## src/rtl/uart_regfront_pkg.sv

```systemverilog
package uart_regfront_pkg;

  typedef enum logic [1:0] {
    REG_RXD  = 2'd0,
    REG_TXD  = 2'd1,
    REG_STAT = 2'd2,
    REG_CTRL = 2'd3
  } urf_reg_e;

  // status byte positions
  localparam int ST_RX_AVAIL = 0;
  localparam int ST_RX_FULL  = 1;
  localparam int ST_TX_EMPTY = 2;
  localparam int ST_TX_FULL  = 3;
  localparam int ST_PENDING  = 4;
  localparam int ST_OVERRUN  = 5;
  localparam int ST_FRAME    = 6;
  localparam int ST_PARITY   = 7;

  // control word positions
  localparam int CT_TX_FLUSH = 0;
  localparam int CT_RX_FLUSH = 1;
  localparam int CT_IRQ_EN   = 4;

  localparam int STAT_W = 8;

endpackage

```

## src/rtl/urf_rx_queue.sv

```systemverilog
module urf_rx_queue #(
  parameter int BYTE_W = 8,
  parameter int DEPTH  = 8,
  localparam int PTR_W = (DEPTH > 1) ? $clog2(DEPTH) : 1,
  localparam int CNT_W = $clog2(DEPTH + 1)
) (
  input  logic              clk,
  input  logic              rst_n,
  input  logic              flush,
  input  logic              in_valid,
  input  logic [BYTE_W-1:0] in_data,
  output logic              in_ready,
  input  logic              pop,
  output logic [BYTE_W-1:0] head,
  output logic [CNT_W-1:0]  count,
  output logic [CNT_W-1:0]  count_next
);

  localparam int IW = CNT_W + 1;

  logic [BYTE_W-1:0] slot [DEPTH];
  logic [PTR_W-1:0]  wptr;
  logic [IW-1:0]     wp_ext, cnt_ext, rd_ext;
  logic [PTR_W-1:0]  rd_idx;
  logic              accept, take;

  assign in_ready = (count < CNT_W'(DEPTH));
  assign accept   = in_valid && in_ready && !flush;
  assign take     = pop && (count != '0) && !flush;

  // oldest entry sits count places behind the write pointer
  always_comb begin
    wp_ext  = IW'(wptr);
    cnt_ext = IW'(count);
    if (wp_ext >= cnt_ext) rd_ext = wp_ext - cnt_ext;
    else                   rd_ext = wp_ext + IW'(DEPTH) - cnt_ext;
    rd_idx = PTR_W'(rd_ext);
  end

  assign head = slot[rd_idx];

  always_comb begin
    if (flush) count_next = '0;
    else       count_next = count + CNT_W'(accept) - CNT_W'(take);
  end

  always_ff @(posedge clk) begin
    if (accept) slot[wptr] <= in_data;
  end

  always_ff @(posedge clk) begin
    if (!rst_n) begin
      wptr  <= '0;
      count <= '0;
    end else begin
      count <= count_next;
      if (flush)
        wptr <= '0;
      else if (accept)
        wptr <= (wptr == PTR_W'(DEPTH - 1)) ? '0 : wptr + 1'b1;
    end
  end


  depth_bound_chk: assert property (@(posedge clk) disable iff (!rst_n)
    count <= CNT_W'(DEPTH));


  full_drop_chk: assert property (@(posedge clk) disable iff (!rst_n)
    (count == CNT_W'(DEPTH) && in_valid && !pop && !flush)
      |=> count == CNT_W'(DEPTH));


  pop_step_chk: assert property (@(posedge clk) disable iff (!rst_n)
    (pop && count != '0 && !in_valid && !flush)
      |=> count == $past(count) - 1'b1);


  flush_empty_chk: assert property (@(posedge clk) disable iff (!rst_n)
    flush |=> (count == '0 && in_ready));

endmodule

```

## src/rtl/urf_tx_hold.sv

```systemverilog
module urf_tx_hold #(
  parameter int BYTE_W = 8
) (
  input  logic              clk,
  input  logic              rst_n,
  input  logic              flush,
  input  logic              load,
  input  logic [BYTE_W-1:0] load_data,
  output logic              out_valid,
  output logic [BYTE_W-1:0] out_data,
  input  logic              out_ready
);

  logic              held_q;
  logic [BYTE_W-1:0] byte_q;

  always_ff @(posedge clk) begin
    if (!rst_n) begin
      held_q <= 1'b0;
      byte_q <= '0;
    end else if (flush) begin
      held_q <= 1'b0;
    end else if (load) begin
      held_q <= 1'b1;
      byte_q <= load_data;
    end else if (held_q && out_ready) begin
      held_q <= 1'b0;
    end
  end

  assign out_valid = held_q;
  assign out_data  = byte_q;


  tx_hold_stable_chk: assert property (@(posedge clk) disable iff (!rst_n)
    (out_valid && !out_ready && !flush && !load)
      |=> (out_valid && $stable(out_data)));


  tx_flush_drop_chk: assert property (@(posedge clk) disable iff (!rst_n)
    flush |=> !out_valid);

endmodule

```

## src/rtl/urf_status.sv

```systemverilog
module urf_status
  import uart_regfront_pkg::*;
#(
  parameter int DATA_W = 32,
  parameter int DEPTH  = 8,
  localparam int CNT_W = $clog2(DEPTH + 1)
) (
  input  logic              clk,
  input  logic              rst_n,
  input  logic [CNT_W-1:0]  rx_count,
  input  logic [CNT_W-1:0]  rx_count_next,
  input  logic              tx_held,
  input  logic              wr_tx,
  input  logic              wr_ctrl,
  input  logic              rd_stat,
  input  logic [DATA_W-1:0] wdata,
  input  logic              ser_overrun,
  input  logic              ser_frame_err,
  input  logic              ser_parity_err,
  output logic [STAT_W-1:0] stat_byte,
  output logic [DATA_W-1:0] ctrl_q,
  output logic              pending,
  output logic              irq
);

  logic pend_q;

  always_ff @(posedge clk) begin
    if (!rst_n) begin
      pend_q <= 1'b0;
      ctrl_q <= '0;
    end else begin
      pend_q <= (pend_q && !rd_stat) || wr_tx || (rx_count_next != '0);
      if (wr_ctrl) ctrl_q <= wdata;
    end
  end

  always_comb begin
    stat_byte              = '0;
    stat_byte[ST_RX_AVAIL] = (rx_count != '0);
    stat_byte[ST_RX_FULL]  = (rx_count == CNT_W'(DEPTH));
    stat_byte[ST_TX_EMPTY] = !tx_held;
    stat_byte[ST_TX_FULL]  = tx_held;
    stat_byte[ST_PENDING]  = pend_q;
    stat_byte[ST_OVERRUN]  = ser_overrun;
    stat_byte[ST_FRAME]    = ser_frame_err;
    stat_byte[ST_PARITY]   = ser_parity_err;
  end

  assign pending = pend_q;
  assign irq     = pend_q && ctrl_q[CT_IRQ_EN];


  pend_data_chk: assert property (@(posedge clk) disable iff (!rst_n)
    (rx_count != '0) |-> pend_q);


  pend_tx_chk: assert property (@(posedge clk) disable iff (!rst_n)
    wr_tx |=> pend_q);

endmodule

```

## src/rtl/uart_regfront.sv

```systemverilog
module uart_regfront
  import uart_regfront_pkg::*;
#(
  parameter int DATA_W = 32,
  parameter int ADDR_W = 4,
  parameter int BYTE_W = 8,
  parameter int DEPTH  = 8,
  localparam int CNT_W = $clog2(DEPTH + 1)
) (
  input  logic              clk,
  input  logic              rst_n,
  input  logic              bus_wr,
  input  logic              bus_rd,
  input  logic [ADDR_W-1:0] bus_addr,
  input  logic [DATA_W-1:0] bus_wdata,
  output logic [DATA_W-1:0] bus_rdata,
  output logic              bus_rvalid,
  output logic              bus_wr_err,
  input  logic              rx_valid,
  input  logic [BYTE_W-1:0] rx_data,
  output logic              rx_ready,
  output logic              tx_valid,
  output logic [BYTE_W-1:0] tx_data,
  input  logic              tx_ready,
  input  logic              ser_overrun,
  input  logic              ser_frame_err,
  input  logic              ser_parity_err,
  output logic              irq
);

  urf_reg_e          sel;
  logic              wr_tx, wr_ctrl, wr_stat, rd_rx, rd_stat;
  logic              rx_flush, tx_flush;
  logic [BYTE_W-1:0] rx_head;
  logic [CNT_W-1:0]  rx_count, rx_count_next;
  logic [STAT_W-1:0] stat_byte;
  logic [DATA_W-1:0] ctrl_q, tx_word_q, rd_mux;
  logic              pending;

  assign sel      = urf_reg_e'(bus_addr[3:2]);
  assign wr_tx    = bus_wr && (sel == REG_TXD);
  assign wr_ctrl  = bus_wr && (sel == REG_CTRL);
  assign wr_stat  = bus_wr && (sel == REG_STAT);
  assign rd_rx    = bus_rd && (sel == REG_RXD);
  assign rd_stat  = bus_rd && (sel == REG_STAT);
  assign rx_flush = wr_ctrl && bus_wdata[CT_RX_FLUSH];
  assign tx_flush = wr_ctrl && bus_wdata[CT_TX_FLUSH];

  urf_rx_queue #(.BYTE_W(BYTE_W), .DEPTH(DEPTH)) u_rxq (
    .clk        (clk),
    .rst_n      (rst_n),
    .flush      (rx_flush),
    .in_valid   (rx_valid),
    .in_data    (rx_data),
    .in_ready   (rx_ready),
    .pop        (rd_rx),
    .head       (rx_head),
    .count      (rx_count),
    .count_next (rx_count_next)
  );

  urf_tx_hold #(.BYTE_W(BYTE_W)) u_txh (
    .clk       (clk),
    .rst_n     (rst_n),
    .flush     (tx_flush),
    .load      (wr_tx),
    .load_data (bus_wdata[BYTE_W-1:0]),
    .out_valid (tx_valid),
    .out_data  (tx_data),
    .out_ready (tx_ready)
  );

  urf_status #(.DATA_W(DATA_W), .DEPTH(DEPTH)) u_stat (
    .clk            (clk),
    .rst_n          (rst_n),
    .rx_count       (rx_count),
    .rx_count_next  (rx_count_next),
    .tx_held        (tx_valid),
    .wr_tx          (wr_tx),
    .wr_ctrl        (wr_ctrl),
    .rd_stat        (rd_stat),
    .wdata          (bus_wdata),
    .ser_overrun    (ser_overrun),
    .ser_frame_err  (ser_frame_err),
    .ser_parity_err (ser_parity_err),
    .stat_byte      (stat_byte),
    .ctrl_q         (ctrl_q),
    .pending        (pending),
    .irq            (irq)
  );

  always_comb begin
    unique case (sel)
      REG_RXD:  rd_mux = DATA_W'(rx_head);
      REG_TXD:  rd_mux = tx_word_q;
      REG_STAT: rd_mux = DATA_W'(stat_byte);
      default:  rd_mux = ctrl_q;
    endcase
  end

  always_ff @(posedge clk) begin
    if (!rst_n) begin
      bus_rdata  <= '0;
      bus_rvalid <= 1'b0;
      bus_wr_err <= 1'b0;
      tx_word_q  <= '0;
    end else begin
      bus_rvalid <= bus_rd;
      bus_wr_err <= wr_stat;
      if (bus_rd) bus_rdata <= rd_mux;
      if (wr_tx)  tx_word_q <= bus_wdata;
    end
  end


  stat_write_ignored_chk: assert property (@(posedge clk) disable iff (!rst_n)
    wr_stat |=> (bus_wr_err && $stable(ctrl_q) && $stable(rx_count)));


  read_answer_chk: assert property (@(posedge clk) disable iff (!rst_n)
    bus_rd |=> bus_rvalid);


  irq_needs_pending_chk: assert property (@(posedge clk) disable iff (!rst_n)
    irq |-> pending);

endmodule

```

## config.mk

```make
export PLATFORM = sky130hd
export DESIGN_NAME = uart_regfront
export DESIGN_NICKNAME = d
export VERILOG_FILES = /design/src/rtl/uart_regfront_pkg.sv /design/src/rtl/urf_rx_queue.sv /design/src/rtl/urf_tx_hold.sv /design/src/rtl/urf_status.sv /design/src/rtl/uart_regfront.sv
export SDC_FILE = /design/constraint.sdc
export NUM_CORES = 1
export LEC_CHECK = 0
export BUFFER_PORTS_ARGS = -buffer_cell sky130_fd_sc_hd__buf_2
export CORE_AREA = 2 2 117 119
export DETAILED_ROUTE_END_ITERATION = 8
export DIE_AREA = 0 0 119 121
export PLACE_DENSITY = 0.78
export REMOVE_ABC_BUFFERS = 1
export SYNTH_ARGS = -nofsm -noshare
export SYNTH_HDL_FRONTEND = slang
export SYNTH_SLANG_ARGS = --single-unit
```

## constraint.sdc

```tcl
create_clock -name clk -period 2.7 [get_ports clk]
set_input_delay 0.135 -clock clk [delete_from_list [all_inputs] [get_ports clk]]
set_output_delay 0.135 -clock clk [all_outputs]
set_load 0.02 [all_outputs]
```

==> summary.md, run 1 <==
| Metric | Value |
|---|---|
| Status | `finished clean` |
| Peak Freq | `about 390 MHz` |
| Syn-to-layout area delta | `22.8%` |
| Largest net degree at the start of global routing | `44` |
| Synth cell types | `46` |
| 1st-pass router iterations | `5` |
| Routed vias/inst | `approximately 5.6` |
| Vert. Die Dim | `~120 um` |
| Final hold slack | `between 0.01 and 0.015 ns` |
| WL/cell | `17.8 um` |
| Critical Path, Cell by Cell | `inv_1 > ha_1 > nand2_1 > and3_1 > ha_1 > inv_1 > ha_1 > fa_1 > xnor2_2 > nand2_1 > nor3_1 > o32ai_1` |
| Final design utilization | `~70%` |
| Port bufs | `95` |
| Crit path required time | `~3.0 ns` |
| Worst Setup Path Type | `reg -> reg` |
| CP startpoint kind | `register` |
| Hpwl dp | `roughly 11000 um` |
| Hold Crit Class | `in -> reg` |
| MaxCap Viol Count | `0` |
| Most used cell, CP | `ha_1` |
| # nets final | `866` |
| Final Skew | `0.00829 ns` |
| H-tree depth | `4` |
| Setup TNS | `0 ns` |
| DRT Wirelength | `approximately 18000 um` |
| Max FO, Critical Path | `3` |
| Global-route wire length before repair | `around 28000 um` |
| Vias in the first global route | `roughly 5.7k` |
| Final WS setup | `approximately 0.12 ns` |
| Yosys warns | `0` |
| DRC | `0` |
| Relative slew slack | `slightly above 40%` |
| Final hold vios | `0` |
| FP Rows | `42` |
| Mean post-synth cell area | `11.0 sq um` |
| GRT Total Usage | `roughly 26%` |
| Layout Cells excl Fill | `approximately 990` |
| Synthesized area | `0.00731 sq mm` |
| Clock-pin transition on the worst setup and hold timing paths | `roughly 0.06 ns` |
| CTS Buf Count | `17` |
| Maximum vdd drop | `0.545 mV` |
| Iter 0 DRT Violations | `418` |
| Placed inst area | `around 0.0079 sq mm` |
| Peak per-stage delay on the critical path | `0.43 ns` |
| CP max-delay cell | `fa_1` |
| Busiest metal layer after global routing | `met2` |
| Synth Register Bits | `between 150 and 200` |
| Finish-stage setup viols | `0` |
| Antenna Nets Post-Route | `0` |
| Initial antenna violation count | `1` |
| Met2 GRT Util | `46.3%` |
| Total grt overflow | `0` |
| Die Footprint | `between 0.01 and 0.015 sq mm` |
| Gpl congestion | `0.872` |
| Layout cell share with drive strength beyond 1 | `21.8%` |
| DP Worst Slack | `between 0.08 and 0.09 ns` |
| Max Slew Vio Count | `0` |
| Sequential area share after synthesis | `a little under 60%` |
| CTS Root Cell | `clkbuf_16` |
| Final Cell Area | `approximately 0.0090 sq mm` |
| Slew at the pin with the worst max-slew slack | `just under 0.9 ns` |
| Starting Density | `55.9%` |
| CTS sink count | `179` |
| Vias | `between 5k and 6k` |
| Synth async-reset ratio | `0%` |
| Pwr per Cell Area | `between 700 and 800 mW/mm^2` |
| CTS max path bufs | `2` |
| Dpl cells | `between 900 and 1k` |
| Total power draw | `between 7 and 8 mW` |
| Leakage power | `~3.5 nW` |
| Die width | `~120 um` |
| Met1 GRT Util | `between 20% and 30%` |
| Met3 Use GR | `about 6.7%` |
| Critical Path End Type | `register` |
| Post CTS Setup Buffer Count | `0` |
| Arrival @ worst endpoint | `approximately 2.9 ns` |
| Worst-Skew Late Latency | `0.43 ns` |
| Post-synth EDFFs | `64` |
| TritonCTS clock tree | `done` |
| Ys flop type | `dfxtp_1` |
| Crit share post-route | `roughly 96%` |
| Period minus WS final | `around 2.6 ns` |
| IO Count | `98` |
| Mapped Cells | `around 670` |
| Area of the core | `~0.013 sq mm` |
| Filler Cell Count | `roughly 950` |
## cells in the mapped netlist (2+ instances only)
cell      instances  share of area (%)
mux4_2            9                2.8
and3_1            6               0.51
and2_1           10               0.86
inv_1            19               0.98
ha_1              9                1.5
edfxtp_1         64                 26
nand3_1           2               0.14
dfxtp_1         115                 31
mux2i_1          32                4.4
a21oi_1          66                4.5
nor3_1            5               0.34
nor2_1           48                2.5
xnor2_1           2               0.24
mux2_2            8                1.2
a21boi_0         17                1.7
o32ai_1           8               0.96
buf_2            12               0.82
buf_6             6               0.92
clkbuf_1         19               0.98
mux4_1            7                2.5
o22ai_1           8               0.68
clkbuf_8          5               0.94
nor2b_1           2               0.17
nand2b_1          2               0.17
nand2_1         147                7.5
fa_1              2               0.55
a21boi_1         10                1.0
a221oi_1          7               0.84
## where the power goes
part	switching [mW]	internal [mW]	total, mW
Sequential	0.0780	2.92	3.00
Clock	1.01	1.63	2.64
Combinational	0.750	0.720	1.47
## layout by cell type, fill, tap and decap left out, types with 19 or more instances in the layout
cell / count
nand2_1: 147
dfxtp_1: 115
buf_2: 95
a21oi_1: 66
edfxtp_1: 64
nor2_1: 48
dlygate4sd3_1: 38
mux2i_1: 32
buf_4: 27
inv_1: 19
clkbuf_16: 19
## cells by family after synthesis
group | after synthesis | synth area share [%]
AND/OR/NAND/NOR | 230 | 13.1
AO/OA/AOI/OAI | 122 | 10.4
multiplexers | 56 | 10.9
flip-flops | 179 | 57.8
buffers and inverters | 63 | 4.96
adder cells (fa/ha/maj) | 11 | 2.09
XOR/XNOR | 4 | 0.839
## final cells by class
| type | count | area [sq um] | area share, % |
|---|---|---|---|
| Clock buffer | 23 | 510 | 5.68 |
| Multi-Input combinational cell | 423 | 2730 | 30.4 |
| Inverter | 20 | 75.1 | 0.836 |
| Sequential cell | 179 | 4220 | 47.0 |
| Antenna cell | 1 | 2.50 | 0.0279 |
| Timing Repair Buffer | 161 | 1080 | 12.0 |
| Clock inverter | 9 | 136 | 1.52 |
| Tap cell | 176 | 220 | 2.45 |
## path summary, 6_finish.rpt
check | to | startpoint | cells after the start | slack (ns)
max | u_stat.pending | u_rxq.count[2] | 12 | 0.12
min | u_rxq.slot[3][1] | rx_data[1] | 1 | 0.01
max reg2reg | u_stat.pending | u_rxq.count[2] | 12 | 0.12
min reg2reg | u_stat.ctrl_q[3] | u_stat.ctrl_q[3] | 2 | 0.45
## routing by layer
metal | share of wire (%) | up-vias | routed length, um
met1 | 39 | 2697 | 6930
li1 | - | 2593 | -
met3 | 6.2 | 34 | 1100
met5 | 0 | - | 0
met4 | 2.0 | 0 | 362
met2 | 53 | 217 | 9320
## worst max-delay path, delay by kind of cell (launching register included)
kind	cells	cell delay, ns
DFF	1	0.34
AOI/OAI and AO/OA	1	0.11
adders and majority gates	4	1.09
and+or+nand+nor	4	0.54
xor gates and xnor gates	1	0.21
buffers and inverters	2	0.16
## registers in the layout (all words and copies together), names as in the netlist, 3 cells and up
| name | flops |
|---|---|
| bus_rdata | 32 |
| tx_word_q | 32 |
| u_rxq.count | 4 |
| u_rxq.slot | 64 |
| u_rxq.wptr | 3 |
| u_stat.ctrl_q | 32 |
| u_txh.out_data | 8 |
## what timing repair did
action,4_1_cts,5_1_grt
hold buffers,38,0
endpoints found under the setup margin,0,3
resized for setup,0,2
hold endpoints to repair,121,0
No activity file was read; power rests on OpenSTA's default activity.
==> run 2: changes to the inputs <==
--- a/config.mk
+++ b/config.mk
@@ -6,11 +6,12 @@
 export NUM_CORES = 1
 export LEC_CHECK = 0
 export BUFFER_PORTS_ARGS = -buffer_cell sky130_fd_sc_hd__buf_2
-export CORE_AREA = 2 2 117 119
+export CORE_AREA = 2 2 114 116
 export DETAILED_ROUTE_END_ITERATION = 8
-export DIE_AREA = 0 0 119 121
-export PLACE_DENSITY = 0.78
+export DIE_AREA = 0 0 116 118
+export PLACE_DENSITY = 0.81
 export REMOVE_ABC_BUFFERS = 1
 export SYNTH_ARGS = -nofsm -noshare
 export SYNTH_HDL_FRONTEND = slang
 export SYNTH_SLANG_ARGS = --single-unit
+export TNS_END_PERCENT = 5
==> constraint.sdc (replaced) <==
create_clock -name clk -period 2.98 [get_ports clk]
set_input_delay 0.149 -clock clk [delete_from_list [all_inputs] [get_ports clk]]
set_output_delay 0.149 -clock clk [all_outputs]
set_load 0.02 [all_outputs]
==> run 2 against run 1 <==
Sequential share of layout area is 0.68 points higher; clock power shrank 15%; clock skew about the same; critical endpoint unchanged; non-clock buffer count shrank 6; highest routed layer unchanged; core utilization increased by 2.7 points; power decreased by 12%; via count shrank 1.3%; die area is 4.9% lower; largest power group unchanged.
==> summary.md, run 2 (synthesis results as in run 1) <==
| Metric | Value |
|---|---|
| Flop2flop setup slack | `0.40 ns (+0.28 ns)` |
| Vias | `5467 (-1.3%)` |
| # nets final | `860 (-0.69%)` |
| Initial antenna violation count | `0 (-1)` |
| MaxCap Viol Count | `0 (unchanged)` |
| Largest net degree at the start of global routing | `35 (-20%)` |
| Peak Freq | `387 MHz (about the same)` |
| Max FO, Critical Path | `3 (unchanged)` |
| Max reg flops | `64 (unchanged)` |
| Placed inst area | `0.00786 sq mm (-0.98%)` |
| CTS Buf Count | `17 (unchanged)` |
| Register bank with the most flops | `u_rxq.slot` |
| Clock-pin transition on the worst setup and hold timing paths | `0.06 ns (about the same)` |
| Hold Crit Class | `in -> reg` |
| FP Rows | `41 (-2.4%)` |
| RSZ-0062 raised after global routing | `no` |
| Arrival @ worst endpoint | `2.88 ns (+0.03 ns)` |
| Busiest metal layer after global routing | `met2` |
| Finish-stage setup viols | `0 (unchanged)` |
| Crit path required time | `3.28 ns (+0.31 ns)` |
| Layout Cells excl Fill | `981 (-1.1%)` |
| Total power draw | `6.24 mW (-12%)` |
| Period minus WS final | `2.58 ns (+0.000955 ns)` |
| Max Slew Vio Count | `0 (unchanged)` |
| Final Cell Area | `0.00885 sq mm (-1.4%)` |
| Antenna cells | `0 (-1)` |
| Commonest non-fill, non-tap cell in the layout | `nand2_1` |
| Worst Setup Path Type | `reg -> reg` |
| Syn-to-layout area delta | `21.1%` |
| WL/cell | `17.3 um (-2.9%)` |
| Critical Path End Type | `register` |
| Area of the core | `0.0124 sq mm (-5.1%)` |
| Final WS setup | `0.398 ns (+0.279 ns)` |
| Final hold vios | `0 (unchanged)` |
| Vert. Die Dim | `118 um (-2.5%)` |
| Die Footprint | `0.0137 sq mm (-4.9%)` |
| Global-route wire length before repair | `26900 um (-5.2%)` |
| Port bufs | `95 (unchanged)` |
| CTS sink count | `179 (unchanged)` |
| DRT Wirelength | `17000 um (-4.0%)` |
| GRT Total Usage | `25.7% (-0.13 points)` |
| Total grt overflow | `0 (unchanged)` |
| Status | `finished clean` |
| Vias in the first global route | `5439 (-5.3%)` |
| Relative slew slack | `33.9% (-6.4 points)` |
| 1st-pass router iterations | `5 (unchanged)` |
| Starting Density | `58.9% (+3.0 points)` |
| Iter 0 DRT Violations | `400 (-4.3%)` |
| TritonCTS clock tree | `done` |
| Final Skew | `0.00813 ns (-0.000152 ns)` |
| CTS Root Cell | `clkbuf_16` |
| Met1 GRT Util | `29.9% (+0.31 points)` |
| H-tree depth | `4 (unchanged)` |
| CP startpoint kind | `register` |
| Post-CTS resize count | `0 (unchanged)` |
| Leakage power | `3.46 nW (-2.4%)` |
| Layout cell share with drive strength beyond 1 | `20.5% (-1.3 points)` |
| IO Count | `98 (unchanged)` |
| Maximum vdd drop | `0.548 mV (+0.55%)` |
| DP Worst Slack | `0.452 ns (+0.368 ns)` |
| Pwr per Cell Area | `705 mW/mm^2 (-11%)` |
| Routed vias/inst | `5.57 (-0.23%)` |
| Setup TNS | `0 ns (unchanged)` |
| Met3 Use GR | `6.08% (-0.64 points)` |
| Most frequent cells in the layout | `nand2_1 (147), dfxtp_1 (115), buf_2 (95)` |
| Final hold slack | `0.0601 ns (+0.0460 ns)` |
| Met2 GRT Util | `44.2% (-2.1 points)` |
| Final design utilization | `71.3% (+2.7 points)` |
| Die width | `116 um (-2.5%)` |
| Worst-Skew Late Latency | `0.43 ns (about the same)` |
| Slew at the pin with the worst max-slew slack | `0.989 ns (+0.0942 ns)` |
| Dpl cells | `909 (-1.3%)` |
| Crit share post-route | `86.7% (-9.0 points)` |
| DRC | `0 (unchanged)` |
| Hpwl dp | `10600 um (-4.6%)` |
| Antenna Nets Post-Route | `0 (unchanged)` |
| CTS max path bufs | `2 (unchanged)` |
| Gpl congestion | `0.843 (-3.3%)` |
==> run 2: changes by cell type in the layout (fill, tap and decap cells not counted), moves of 2 or more <==
cell / change
buf_4: -7
clkinvlp_4: +3
clkbuf_16: -2
clkbuf_8: -2
dlygate4sd3_1: +2
inv_4: -2
inv_6: +2
==> run 2: worst max-delay path, stage by stage, from the launching register on <==
cell and delay [ns]:
dfxtp_1 0.33, inv_1 0.12, ha_1 0.20, nand2_1 0.08, and3_1 0.18, ha_1 0.27, inv_1 0.04, ha_1 0.22
fa_1 0.39, xnor2_1 0.25, nand2_1 0.09, nor3_1 0.19, o32ai_1 0.10
==> run 2: worst paths after layout <==
check	start	endpoint	depth (start not counted)
min reg2reg	tx_word_q[20]	tx_word_q[20]	2
max reg2reg	u_rxq.count[2]	u_stat.pending	12
min	bus_wr	bus_wr_err	2
max	u_rxq.count[2]	u_stat.pending	12
==> run 2: area by class of cell <==
class                      count  area (sq um)
sequential                   179          4220
clock buffer                  20           437
fill                         857          3560
clock inverter                12           153
inverter                      20          75.1
tap                          172           215
timing repair buffer         155          1030
multi-input combinational    423          2720
==> run 2: where the power goes <==
group	switching (mW)	internal [mW]	total, mW	leakage, nW
clock network	0.917	1.32	2.24	0.279
logic	0.668	0.622	1.29	1.66
registers	0.0695	2.64	2.71	1.52
total	1.65	4.59	6.24	3.46
==> run 2: repair_timing <==
| item | in CTS | in global routing |
|---|---|---|
| hold endpoints to repair | 127 | 0 |
| hold buffers | 40 | 0 |
| setup buffers | 0 | 0 |
==> run 2: metal layers <==
layer,up-vias,share of wire (%)
met5,-,0
met2,203,52
li1,2577,-
met3,39,5.7
met4,0,2.9
met1,2648,40
